## src/rtl/sram_ctl_pkg.sv

```systemverilog
package sram_ctl_pkg;

  // Strobes from control to datapath
  typedef struct packed {
    logic sel;      // memory selected
    logic weN;      // write strobe level
    logic oeN;      // output enable level
    logic drvEn;    // pad driver on
    logic load;     // capture request fields
    logic capture;  // sample read bus
  } sramCtl_t;

  function automatic int cyclesFor(input int ns, input int periodNs);
    int c;
    c = (ns + periodNs - 1) / periodNs;
    return (c < 1) ? 1 : c;
  endfunction

  function automatic int maxOf(input int a, input int b);
    return (a > b) ? a : b;
  endfunction

endpackage

```

## src/rtl/sram_ctl_fsm.sv

```systemverilog
module sram_ctl_fsm
  import sram_ctl_pkg::*;
#(
  parameter int TURN_CYC  = 2,
  parameter int PULSE_CYC = 8,
  parameter int REC_CYC   = 1,
  parameter int ACC_CYC   = 10,
  parameter int CNT_W     = 4
) (
  input  logic     clk,
  input  logic     rst,
  input  logic     reqValid,
  input  logic     reqWrite,
  output logic     ready,
  output sramCtl_t ctl
);

  typedef enum logic [2:0] {ST_IDLE, ST_TURN, ST_PULSE, ST_REC, ST_ACC} state_t;

  state_t           state, nextState;
  logic [CNT_W-1:0] cnt, nextCnt;
  logic             accept;
  logic             selQ, weNQ, oeNQ, drvQ;
  logic             selD, weND, oeND, drvD;

  assign ready  = (state == ST_IDLE);
  assign accept = reqValid && ready;

  always_comb begin
    nextState = state;
    nextCnt   = (cnt != '0) ? cnt - CNT_W'(1) : '0;
    unique case (state)
      ST_IDLE: if (accept) begin
        if (reqWrite) begin
          nextState = ST_TURN;
          nextCnt   = CNT_W'(TURN_CYC - 1);
        end else begin
          nextState = ST_ACC;
          nextCnt   = CNT_W'(ACC_CYC - 1);
        end
      end
      ST_TURN: if (cnt == '0) begin
        nextState = ST_PULSE;
        nextCnt   = CNT_W'(PULSE_CYC - 1);
      end
      ST_PULSE: if (cnt == '0) begin
        nextState = ST_REC;
        nextCnt   = CNT_W'(REC_CYC - 1);
      end
      ST_REC:  if (cnt == '0) nextState = ST_IDLE;
      ST_ACC:  if (cnt == '0) nextState = ST_IDLE;
      default: nextState = ST_IDLE;
    endcase
  end

  // Pin levels decoded from the next state, then registered
  always_comb begin
    selD = 1'b1; weND = 1'b1; oeND = 1'b1; drvD = 1'b0;
    unique case (nextState)
      ST_IDLE:  selD = 1'b0;
      ST_TURN:  ;
      ST_PULSE: begin weND = 1'b0; drvD = 1'b1; end
      ST_REC:   drvD = 1'b1;
      ST_ACC:   oeND = 1'b0;
      default:  selD = 1'b0;
    endcase
  end

  always_ff @(posedge clk) begin
    if (rst) begin
      state <= ST_IDLE;
      cnt   <= '0;
      selQ  <= 1'b0;
      weNQ  <= 1'b1;
      oeNQ  <= 1'b1;
      drvQ  <= 1'b0;
    end else begin
      state <= nextState;
      cnt   <= nextCnt;
      selQ  <= selD;
      weNQ  <= weND;
      oeNQ  <= oeND;
      drvQ  <= drvD;
    end
  end

  assign ctl = '{sel: selQ, weN: weNQ, oeN: oeNQ, drvEn: drvQ,
                 load: accept,
                 capture: (state == ST_ACC) && (cnt == '0)};

  // idle implies quiet pins
  p_idle_pins_r1: assert property (@(posedge clk) disable iff (rst)
    ready |-> (!ctl.sel && ctl.weN && ctl.oeN && !ctl.drvEn));

  // sampling only inside an enabled read
  p_capture_read_r7: assert property (@(posedge clk) disable iff (rst)
    ctl.capture |-> (ctl.sel && !ctl.oeN && !ctl.drvEn));

endmodule

```

## src/rtl/sram_ctl_dp.sv

```systemverilog
module sram_ctl_dp
  import sram_ctl_pkg::*;
#(
  parameter int ADDR_W   = 13,
  parameter int DATA_W   = 8,
  parameter int TURN_CYC = 2
) (
  input  logic              clk,
  input  logic              rst,
  input  sramCtl_t          ctl,
  input  logic [ADDR_W-1:0] reqAddr,
  input  logic [DATA_W-1:0] reqWdata,
  input  logic [DATA_W-1:0] sramDqIn,
  output logic              sramCeN,
  output logic              sramCe,
  output logic              sramWeN,
  output logic              sramOeN,
  output logic [ADDR_W-1:0] sramAddr,
  output logic [DATA_W-1:0] sramDqOut,
  output logic              sramDqOe,
  output logic [DATA_W-1:0] rdData,
  output logic              rdValid
);

  localparam int RUN_W = $clog2(TURN_CYC + 2);

  logic [ADDR_W-1:0] addrQ;
  logic [DATA_W-1:0] wdataQ;
  logic [RUN_W-1:0]  oeHighRun;

  always_ff @(posedge clk) begin
    if (ctl.load) begin
      addrQ  <= reqAddr;
      wdataQ <= reqWdata;
    end
  end

  always_ff @(posedge clk) begin
    if (rst) begin
      rdValid <= 1'b0;
      rdData  <= '0;
    end else begin
      rdValid <= ctl.capture;
      if (ctl.capture) rdData <= sramDqIn;
    end
  end

  assign sramCeN   = ~ctl.sel;
  assign sramCe    = ctl.sel;
  assign sramWeN   = ctl.weN;
  assign sramOeN   = ctl.oeN;
  assign sramAddr  = addrQ;
  assign sramDqOut = wdataQ;
  assign sramDqOe  = ctl.drvEn;

  // Checker counter: cycles output enable has stayed high
  always_ff @(posedge clk) begin
    if (rst) oeHighRun <= '0;
    else if (!sramOeN) oeHighRun <= '0;
    else if (oeHighRun < RUN_W'(TURN_CYC)) oeHighRun <= oeHighRun + RUN_W'(1);
  end

  // driver only after the float window
  p_drive_after_float_r4: assert property (@(posedge clk) disable iff (rst)
    sramDqOe |-> (sramOeN && oeHighRun >= RUN_W'(TURN_CYC)));

  // never strobe write with outputs enabled
  p_we_oe_excl_r8: assert property (@(posedge clk) disable iff (rst)
    !(!sramWeN && !sramOeN));

  // strobe released while data, select held
  p_we_release_r6: assert property (@(posedge clk) disable iff (rst)
    $rose(sramWeN) |-> (sramDqOe && !sramCeN && sramCe));

  // single-cycle valid
  p_rdvalid_pulse_r7: assert property (@(posedge clk) disable iff (rst)
    rdValid |=> !rdValid);

  // address steady through a selected access
  p_addr_steady_r2: assert property (@(posedge clk) disable iff (rst)
    (!sramCeN && $past(!sramCeN)) |-> $stable(sramAddr));

endmodule

```

## src/rtl/sram_port_ctrl.sv

```systemverilog
module sram_port_ctrl
  import sram_ctl_pkg::*;
#(
  parameter int ADDR_W        = 13,
  parameter int DATA_W        = 8,
  parameter int CLK_PERIOD_NS = 20,
  parameter int T_RC_NS       = 200,
  parameter int T_AA_NS       = 200,
  parameter int T_OE_NS       = 150,
  parameter int T_WP_NS       = 150,
  parameter int T_DW_NS       = 100,
  parameter int T_AW_NS       = 180,
  parameter int T_WC_NS       = 200,
  parameter int T_OHZ_NS      = 40
) (
  input  logic              clk,
  input  logic              rst,
  input  logic              reqValid,
  input  logic              reqWrite,
  input  logic [ADDR_W-1:0] reqAddr,
  input  logic [DATA_W-1:0] reqWdata,
  output logic              ready,
  output logic [DATA_W-1:0] rdData,
  output logic              rdValid,
  output logic              sramCeN,
  output logic              sramCe,
  output logic              sramWeN,
  output logic              sramOeN,
  output logic [ADDR_W-1:0] sramAddr,
  output logic [DATA_W-1:0] sramDqOut,
  output logic              sramDqOe,
  input  logic [DATA_W-1:0] sramDqIn
);

  localparam int TURN_CYC  = cyclesFor(T_OHZ_NS, CLK_PERIOD_NS);
  localparam int PULSE_CYC = maxOf(maxOf(cyclesFor(T_WP_NS, CLK_PERIOD_NS),
                                         cyclesFor(T_DW_NS, CLK_PERIOD_NS)),
                                   maxOf(1, cyclesFor(T_AW_NS, CLK_PERIOD_NS) - TURN_CYC));
  localparam int REC_CYC   = maxOf(1, cyclesFor(T_WC_NS, CLK_PERIOD_NS) - TURN_CYC - PULSE_CYC);
  localparam int ACC_CYC   = maxOf(cyclesFor(T_RC_NS, CLK_PERIOD_NS),
                                   maxOf(cyclesFor(T_AA_NS, CLK_PERIOD_NS),
                                         cyclesFor(T_OE_NS, CLK_PERIOD_NS)));
  localparam int MAX_CYC   = maxOf(maxOf(TURN_CYC, PULSE_CYC), maxOf(REC_CYC, ACC_CYC));
  localparam int CNT_W     = $clog2(MAX_CYC + 1);

  sramCtl_t ctl;

  sram_ctl_fsm #(
    .TURN_CYC(TURN_CYC), .PULSE_CYC(PULSE_CYC), .REC_CYC(REC_CYC),
    .ACC_CYC(ACC_CYC), .CNT_W(CNT_W)
  ) uCtl (
    .clk(clk), .rst(rst), .reqValid(reqValid), .reqWrite(reqWrite),
    .ready(ready), .ctl(ctl)
  );

  sram_ctl_dp #(
    .ADDR_W(ADDR_W), .DATA_W(DATA_W), .TURN_CYC(TURN_CYC)
  ) uDp (
    .clk(clk), .rst(rst), .ctl(ctl), .reqAddr(reqAddr), .reqWdata(reqWdata),
    .sramDqIn(sramDqIn), .sramCeN(sramCeN), .sramCe(sramCe),
    .sramWeN(sramWeN), .sramOeN(sramOeN), .sramAddr(sramAddr),
    .sramDqOut(sramDqOut), .sramDqOe(sramDqOe),
    .rdData(rdData), .rdValid(rdValid)
  );

endmodule

```

## config.mk

```make
export PLATFORM = sky130hd
export DESIGN_NAME = sram_port_ctrl
export DESIGN_NICKNAME = d
export VERILOG_FILES = /design/src/rtl/sram_ctl_pkg.sv /design/src/rtl/sram_ctl_fsm.sv /design/src/rtl/sram_ctl_dp.sv /design/src/rtl/sram_port_ctrl.sv
export SDC_FILE = /design/constraint.sdc
export NUM_CORES = 1
export LEC_CHECK = 0
export ABC_CLOCK_PERIOD_IN_PS = 5000
export BUFFER_PORTS_ARGS = -buffer_cell sky130_fd_sc_hd__buf_2
export CORE_ASPECT_RATIO = 0.6
export CORE_MARGIN = 4
export CORE_UTILIZATION = 49
export DETAILED_ROUTE_END_ITERATION = 16
export PLACE_DENSITY = 0.82
export SYNTH_ARGS = -nofsm -noshare
export SYNTH_HDL_FRONTEND = slang
export SYNTH_HIERARCHICAL = 1
export SYNTH_SLANG_ARGS = --single-unit
```

## constraint.sdc

```tcl
create_clock -name clk -period 5 [get_ports clk]
set_input_delay 0.5 -clock clk [delete_from_list [all_inputs] [get_ports clk]]
set_output_delay 0.5 -clock clk [all_outputs]
set_load 0.05 [all_outputs]
```

Yosys cells after proc, flatten, opt, wreduce, memory -nomap -nowiden:

Index checks and enable logic that the tools add are counted.

* equal/unequal tests: 8
* shift-type cells: 0
* bitwise operators: 1
* mux-type cells: 16
* div/mod/pow operators: 0
* multiply operators: 0
* reductions and logical operators: 8
* $lt $le $gt $ge: 0
* add/sub/neg operators: 1

Operators with widths (count)
* 4-bit two-way mux: 5
* 3-bit two-way mux: 5
* 3-bit by 2-bit == test with 1-bit output, second input constant: 4
* 3-bit case mux with 4 select lines: 1
* 4-bit case mux with 3 select lines: 1
* 3-bit by 1-bit == test with 1-bit output, second input constant: 2
* 3-bit == test, second input constant: 2
* 4-bit logical NOT: 1
* 1-bit two-way mux: 4
* 4-bit nonzero test: 1
* 2-bit OR reduction: 2
* 4-bit OR reduction: 1
* 4-bit by 1-bit subtractor with 4-bit output, second input constant: 1
* 3-bit logical NOT: 1
* 1-bit logical AND: 2
* 1-bit NOT: 1

* memories kept: 0
* bits of input ports: 33
* bits in read-only memories: 0
* register bits: 41
* bits in writable memories: 0
* logic and storage cells: 44
* latch bits: 0

Logic depth before layout (Yosys ltp):

Gate-level depths: netlist of run 1.

* depth after elaboration: 7
* depth in mapped cells: 7

Cells and area by module:

The synthesis of run 1 kept the hierarchy.

By module, submodules not included
* sram_ctl_dp: area each 977.2 um2, cells each 54, instances 1, seq. area each 810.8 um2
* sram_ctl_fsm: area each 586.8 um2, cells each 66, instances 1, seq. area each 220.2 um2

Least setup slack after synthesis of run 1:

OpenSTA, ideal clock, no wires.

* path type: flip-flop to output port
* start point: register uCtl.state[2]
* end point: output ready
* data required time: 4.500 ns
* arrival time: 1.601 ns
* path slack: 2.899 ns
* stages on the path, launching flop included: 3
* path buffers: 1
* cells stage by stage: dfxtp_1 > clkbuf_1 > nor3_1

* longest elaborated chain between the ends: 1

Ends and longest elaborated chain
* from (decl): line sram_ctl_fsm.sv:20 `state_t state, nextState;`
* from (signal assigned): line sram_ctl_fsm.sv:78 `state <= nextState;`
* 3-bit logical NOT: line sram_ctl_fsm.sv:26 `assign ready = (state == ST_IDLE);`
* to (decl): line sram_port_ctrl.sv:22 `output logic ready,`

Every way passes these cells.

==> results of run 1 <==
## logic make-up (layout without fill, tap and decap cells)
logic type	after synthesis	in the layout
adders and majority gates	1	1
muxes	9	9
and+or+nand+nor	34	34
buffers and inverters	19	81
DFF	41	41
AOI/OAI and AO/OA	14	14
xor gates and xnor gates	2	2
## critical path, cell delays in order, from the launching register on
cell and delay [ns]:
dfxtp_1 0.32, inv_1 0.05, ha_1 0.22, nor3b_2 0.45, and3_1 0.54, mux2i_1 0.27
nor2_1 0.06
## where the power goes
group | switching (mW) | internal [mW]
Combinational | 0.231 | 0.101
Clock | 0.105 | 0.147
Sequential | 0.0350 | 0.412
Total | 0.371 | 0.661
## metrics by stage
step / setup slack [ns] / power [mW] / area, um^2
after floorplan: 2.899 / 0.7245 / 1564
after global placement: 3.134 / 0.7741 / 1873
after detailed placement: 3.000 / 0.7869 / 1873
after CTS: 2.988 / 1.040 / 1979
after global routing: 2.868 / 1.081 / 1979
final: 2.968 / 1.032 / 1979
## worst paths after layout
path | slack (ns) | end
worst min register to register | 0.50 | uDp/rdData[3]
worst min-delay path | 0.38 | uDp/sramAddr[1]
worst max-delay path | 2.97 | uDp/rdData[5]
worst max register to register | 2.97 | uDp/rdData[5]
## per-layer routing
layer | vias to the layer above | part of all wire
met3 | 3 | 0.082
met5 | - | 0
met1 | 519 | 0.43
met4 | 0 | 0.0065
li1 | 536 | -
met2 | 40 | 0.48
## sequential cells by signal (all words and copies together) (netlist names)
register	flops
uDp/sramAddr	13
uCtl/oeNQ	1
uCtl/state	3
uCtl/drvQ	1
uDp/rdValid	1
uCtl/selQ	1
uCtl/cnt	4
uDp/rdData	8
uCtl/weNQ	1
uDp/sramDqOut	8
## Yosys cell counts
cell type / number
and3_1: 2
inv_1: 4
clkbuf_2: 1
a21oi_1: 3
nor3_1: 4
nor4_1: 1
nand2b_1: 1
nor2b_1: 4
ha_1: 1
a221oi_1: 2
o21ai_1: 3
mux2i_1: 8
xnor2_1: 2
and4bb_1: 1
mux2_1: 1
nor3b_2: 1
or3b_1: 1
buf_2: 1
clkbuf_1: 2
nor3b_1: 1
a2111o_1: 1
buf_4: 9
a21o_1: 1
buf_1: 1
buf_6: 1
edfxtp_1: 21
nor4b_2: 1
o21a_1: 1
o21ai_0: 1
a211oi_1: 1
nand2_1: 2
dfxtp_1: 20
nor2_1: 13
a2111oi_2: 1
or2_1: 2
## final cells by class
cell class                 instances  area (um^2)
clock buffer                       6        72.57
clock inverter                     2        33.78
fill                             233        985.9
inverter                           4        15.01
multi-input combinational         60        426.7
sequential                        41         1031
tap                               42        52.55
timing repair buffer              69        347.8
==> results_dict.tcl, run 1 <==
set metrics [dict create \
    use_met2 0.2411 \
    synth_top_family_by_area "simple AND/OR/NAND/NOR gates" \
    gp_congestion 0.7414 \
    clock_path_buffers 2 \
    dp.cells 216 \
    synth_seq_cells 41 \
    cp-start-kind "flip-flop" \
    wirelength_um 3242 \
    holdCritStartpoint "reqAddr[1]" \
    syn_nets 154 \
    holdPathStages 1 \
    relSlewSlack 0.6674 \
    leakage_nw 0.8486 \
    setup_viol 0 \
    outcome "complete, no violations" \
    busiest_layer "met2" \
    die_y_um 51.76 \
    antenna_found_initial 0 \
    cp.arrival_ns 2.20 \
    numCtsBuffers 5 \
    initial_core_util 0.5274 \
    synth-adder-area-share 0.008000 \
    critPathLaunch "uCtl/cnt[0]" \
    skew_ns 0.003916 \
    grt_pass1_wl_um 4809 \
    tightest_slew_ns 0.4982 \
    htreeDepth 2 \
    first_pass_iters 4 \
    ys_types 35 \
    grt_usage 0.1532 \
    r2r_cells 6 \
    clock-sinks 41 \
    fp.dieW_um 80.94 \
    utilization 0.6675 \
    syn-cell-area_um2 1564 \
    synthSimpleGateAreaFrac 0.1248 \
    rsz0062_at_grt "false" \
    netlist_instances 120 \
    viasPerCell 4.902 \
    final_cell_count_no_fill 224 \
    endpoint_kind "flip-flop" \
    final_hold_viol_count 0 \
    antennaDiodeCount 0 \
    drive_gt1_frac 0.4286 \
    drc 0 \
    dr.first_iter.drc_count 50 \
    r2r_start "uCtl/cnt[0]" \
    overflow 0 \
    synth_top_area_frac 0.4032 \
    synth_compound_area_frac 0.06480 \
    clockRootBuffer "clkbuf_8" \
    yosysSeqAreaShare 0.6592 \
    met1_usage 0.1989 \
    worst_hold_slack_ns 0.3827 \
    cts_tree "done" \
    fin_crit_ns 2.032 \
    num_vias 1098 \
    ir_drop_mv 0.3265 \
    layout_commonest_cell "buf_2" \
    p_per_area_nw_per_um2 521.4 \
    muxShareOfSynthArea 0.05840 \
    final_cell_mix "buf_2, edfxtp_1, dfxtp_1" \
    yosys.area.top_type "edfxtp_1" \
    die_area_um2 4189 \
    synth_xor_area_frac 0.01120 \
    grt_pass1_vias 990 \
    wl_per_cell_um 14.47 \
    portBuffers 68 \
    critPathRequiredTime_ns 5.16 \
    clkTransAtPathRegs_ns 0.07 \
    place_hpwl_um 2417 \
    crit_type "reg -> reg" \
    hold_path.class "in -> reg" \
    cts_resized 0 \
    synth.area.top_cells "edfxtp_1, dfxtp_1, mux2i_1" \
    yosys_warnings 6 \
    core_area_um2 2965 \
    cp_max_fo 9 \
    fmax_mhz 492.1 \
    fin_crit_sh 0.4064 \
    rows 15 \
    post_cts_buffers 0 \
    drv_slew 0 \
    avgSynthCellArea_um2 13.03 \
    nNetsFinal 215 \
    syn2layout_area_growth_pct 26.56 \
    grt_util_met3 0.06747 \
    ios 69 \
    postCtsHoldBufs 0 \
    cap_violations 0 \
    setup_tns_ns 0 \
    ant_nets 0 \
    grt_max_degree 24 \
    clkLatencyLatePin_ns 0.29 \
]
Power figures use the tool's default switching activity.
==> run 2: changes to the inputs <==
Settings changed: ABC_CLOCK_PERIOD_IN_PS 5000 to 1700, CORE_UTILIZATION 49 to 41, PLACE_DENSITY 0.82 to 0.74.
Clock period 5 ns to 1.7 ns, I/O delays scaled along.
==> run 2 against run 1 <==
Net effect: final area rose by 2.3%; clock skew fell by 0.0011 ns; critical path depth rose by 1; die area rose by 17%; via count fell by 0.27%; sequential cell count did not move; final cell count rose by 3.6%; hold slack got worse by 0.32 ns; routed wire length fell by 3.4%; critical endpoint is now uDp/rdData[3].
==> results_dict.tcl, run 2 (synthesis gave the netlist of run 1 again) <==
set metrics [dict create \
    outcome "complete, no violations" \
    numCtsBuffers 5 \
    crit_type "reg -> reg" \
    portBuffers 68 \
    fin_crit_sh 0.9568 \
    leakage_nw 0.8609 \
    antenna_found_initial 0 \
    cp_max_fo 5 \
    critPathRequiredTime_ns 1.86 \
    endpoint_kind "flip-flop" \
    hold_path.class "in -> reg" \
    wirelength_um 3133 \
    num_vias 1095 \
    cpMaxStageDelayCell "dfxtp_1" \
    place_hpwl_um 2302 \
    fill_cells 323 \
    clkLatencyLatePin_ns 0.28 \
    final_cell_mix "buf_2, edfxtp_1, dfxtp_1" \
    cp.arrival_ns 1.78 \
    initial_core_util 0.4250 \
    antennaDiodeCount 0 \
    cp_cell_sequence "inv_1, ha_2, nor3b_4, and3_4, buf_6, mux2i_2, nor2_1" \
    viasPerCell 4.720 \
    dr_wl_met2_um 1440 \
    setup_viol 0 \
    tightest_slew_ns 0.4985 \
    fin_crit_ns 1.626 \
    cap_violations 0 \
    final_hold_viol_count 0 \
    critPathTopFamily "simple AND/OR/NAND/NOR gates" \
    final_cell_count_no_fill 232 \
    htreeDepth 2 \
    rows 17 \
    clock_path_buffers 2 \
    syn2layout_area_growth_pct 29.44 \
    core_area_um2 3680 \
    cts_resized 0 \
    die_y_um 55.84 \
    wl_met1_um 1353 \
    grt_pass1_wl_um 4802 \
    cp-start-kind "flip-flop" \
    wl_per_cell_um 13.50 \
    layout_commonest_cell "buf_2" \
    fmax_mhz 614.8 \
    relSlewSlack 0.6672 \
    nNetsFinal 218 \
    grt_max_degree 24 \
    first_pass_iters 4 \
    top_layer_used "met3" \
    gp_congestion 0.8410 \
    p_per_area_nw_per_um2 1472 \
    post_cts_buffers 0 \
    grt_usage 0.1253 \
    cts_tree "done" \
    dr.first_iter.drc_count 56 \
    drc 0 \
    drv_slew 0 \
    ant_nets 0 \
    grt_pass1_vias 1074 \
    largest_register_ffs 13 \
    fp.dieW_um 87.74 \
    ir_drop_mv 0.7256 \
    clkTransAtPathRegs_ns 0.07 \
    clockRootBuffer "clkbuf_8" \
    die_area_um2 4899 \
    overflow 0 \
    dp.cells 223 \
    ios 69 \
    postCtsHoldBufs 0 \
    skew_ns 0.002847 \
    dpl_cell_area_um2 1912 \
    fin_area_um2 2024 \
    wl_met3_um 338 \
    path_buf_inv 2 \
    cpPeakStageDelay_ns 0.33 \
    drive_gt1_frac 0.4703 \
    clock-sinks 41 \
]
run 2: through the flow:
step                setup TNS (ns)  setup slack, ns  power, mW  utilization  hold WS (ns)
finish                           0          0.07350      2.980       0.5502       0.06344
global route              -0.08992         -0.03366      3.150       0.5502       0.03705
CTS                              0          0.04671      2.965       0.5430       0.05094
detailed placement               0          0.06517      2.363       0.5196        0.3487
global placement                 0           0.1430      2.322       0.5196        0.3476
floorplan                        0           0.1420      2.135            -        0.2689
run 2: final timing paths:
check	slack, ns	cells past startpoint	from	to
hold / removal	0.06	1	reqAddr[5]	uDp/sramAddr[5]
setup / recovery	0.07	7	uCtl/cnt[0]	uDp/rdData[3]
setup reg to reg	0.07	7	uCtl/cnt[0]	uDp/rdData[3]
hold reg to reg	0.50	2	uDp/rdData[6]	uDp/rdData[6]
run 2: worst register-to-register path, cell delays in order, from the launching register on:
cell and delay [ns]:
dfxtp_1 0.33, inv_1 0.07, ha_2 0.23, nor3b_4 0.23, and3_4 0.23, buf_6 0.13, mux2i_2 0.23, nor2_1 0.06
run 2: area by class of cell:
cell class	instances	area (um^2)	share of cell area
clock buffers	5	68.82	0.03399
clock inverters	3	17.52	0.008653
inverters	4	15.01	0.007417
multi-input cells	60	449.2	0.2219
flip-flops and latches	41	1031	0.5093
well taps	47	58.81	0.02905
repair buffers	72	384.1	0.1897
run 2: where the power goes:
group	switching (mW)	internal (mW)
Sequential	0.111	1.21
Clock	0.305	0.283
Combinational	0.703	0.367
run 2: metal layers:
metal	up-vias	track usage
li1	540	-
met1	505	0.1524
met2	50	0.2028
met3	0	0.05769
met4	0	0.02845
met5	-	0
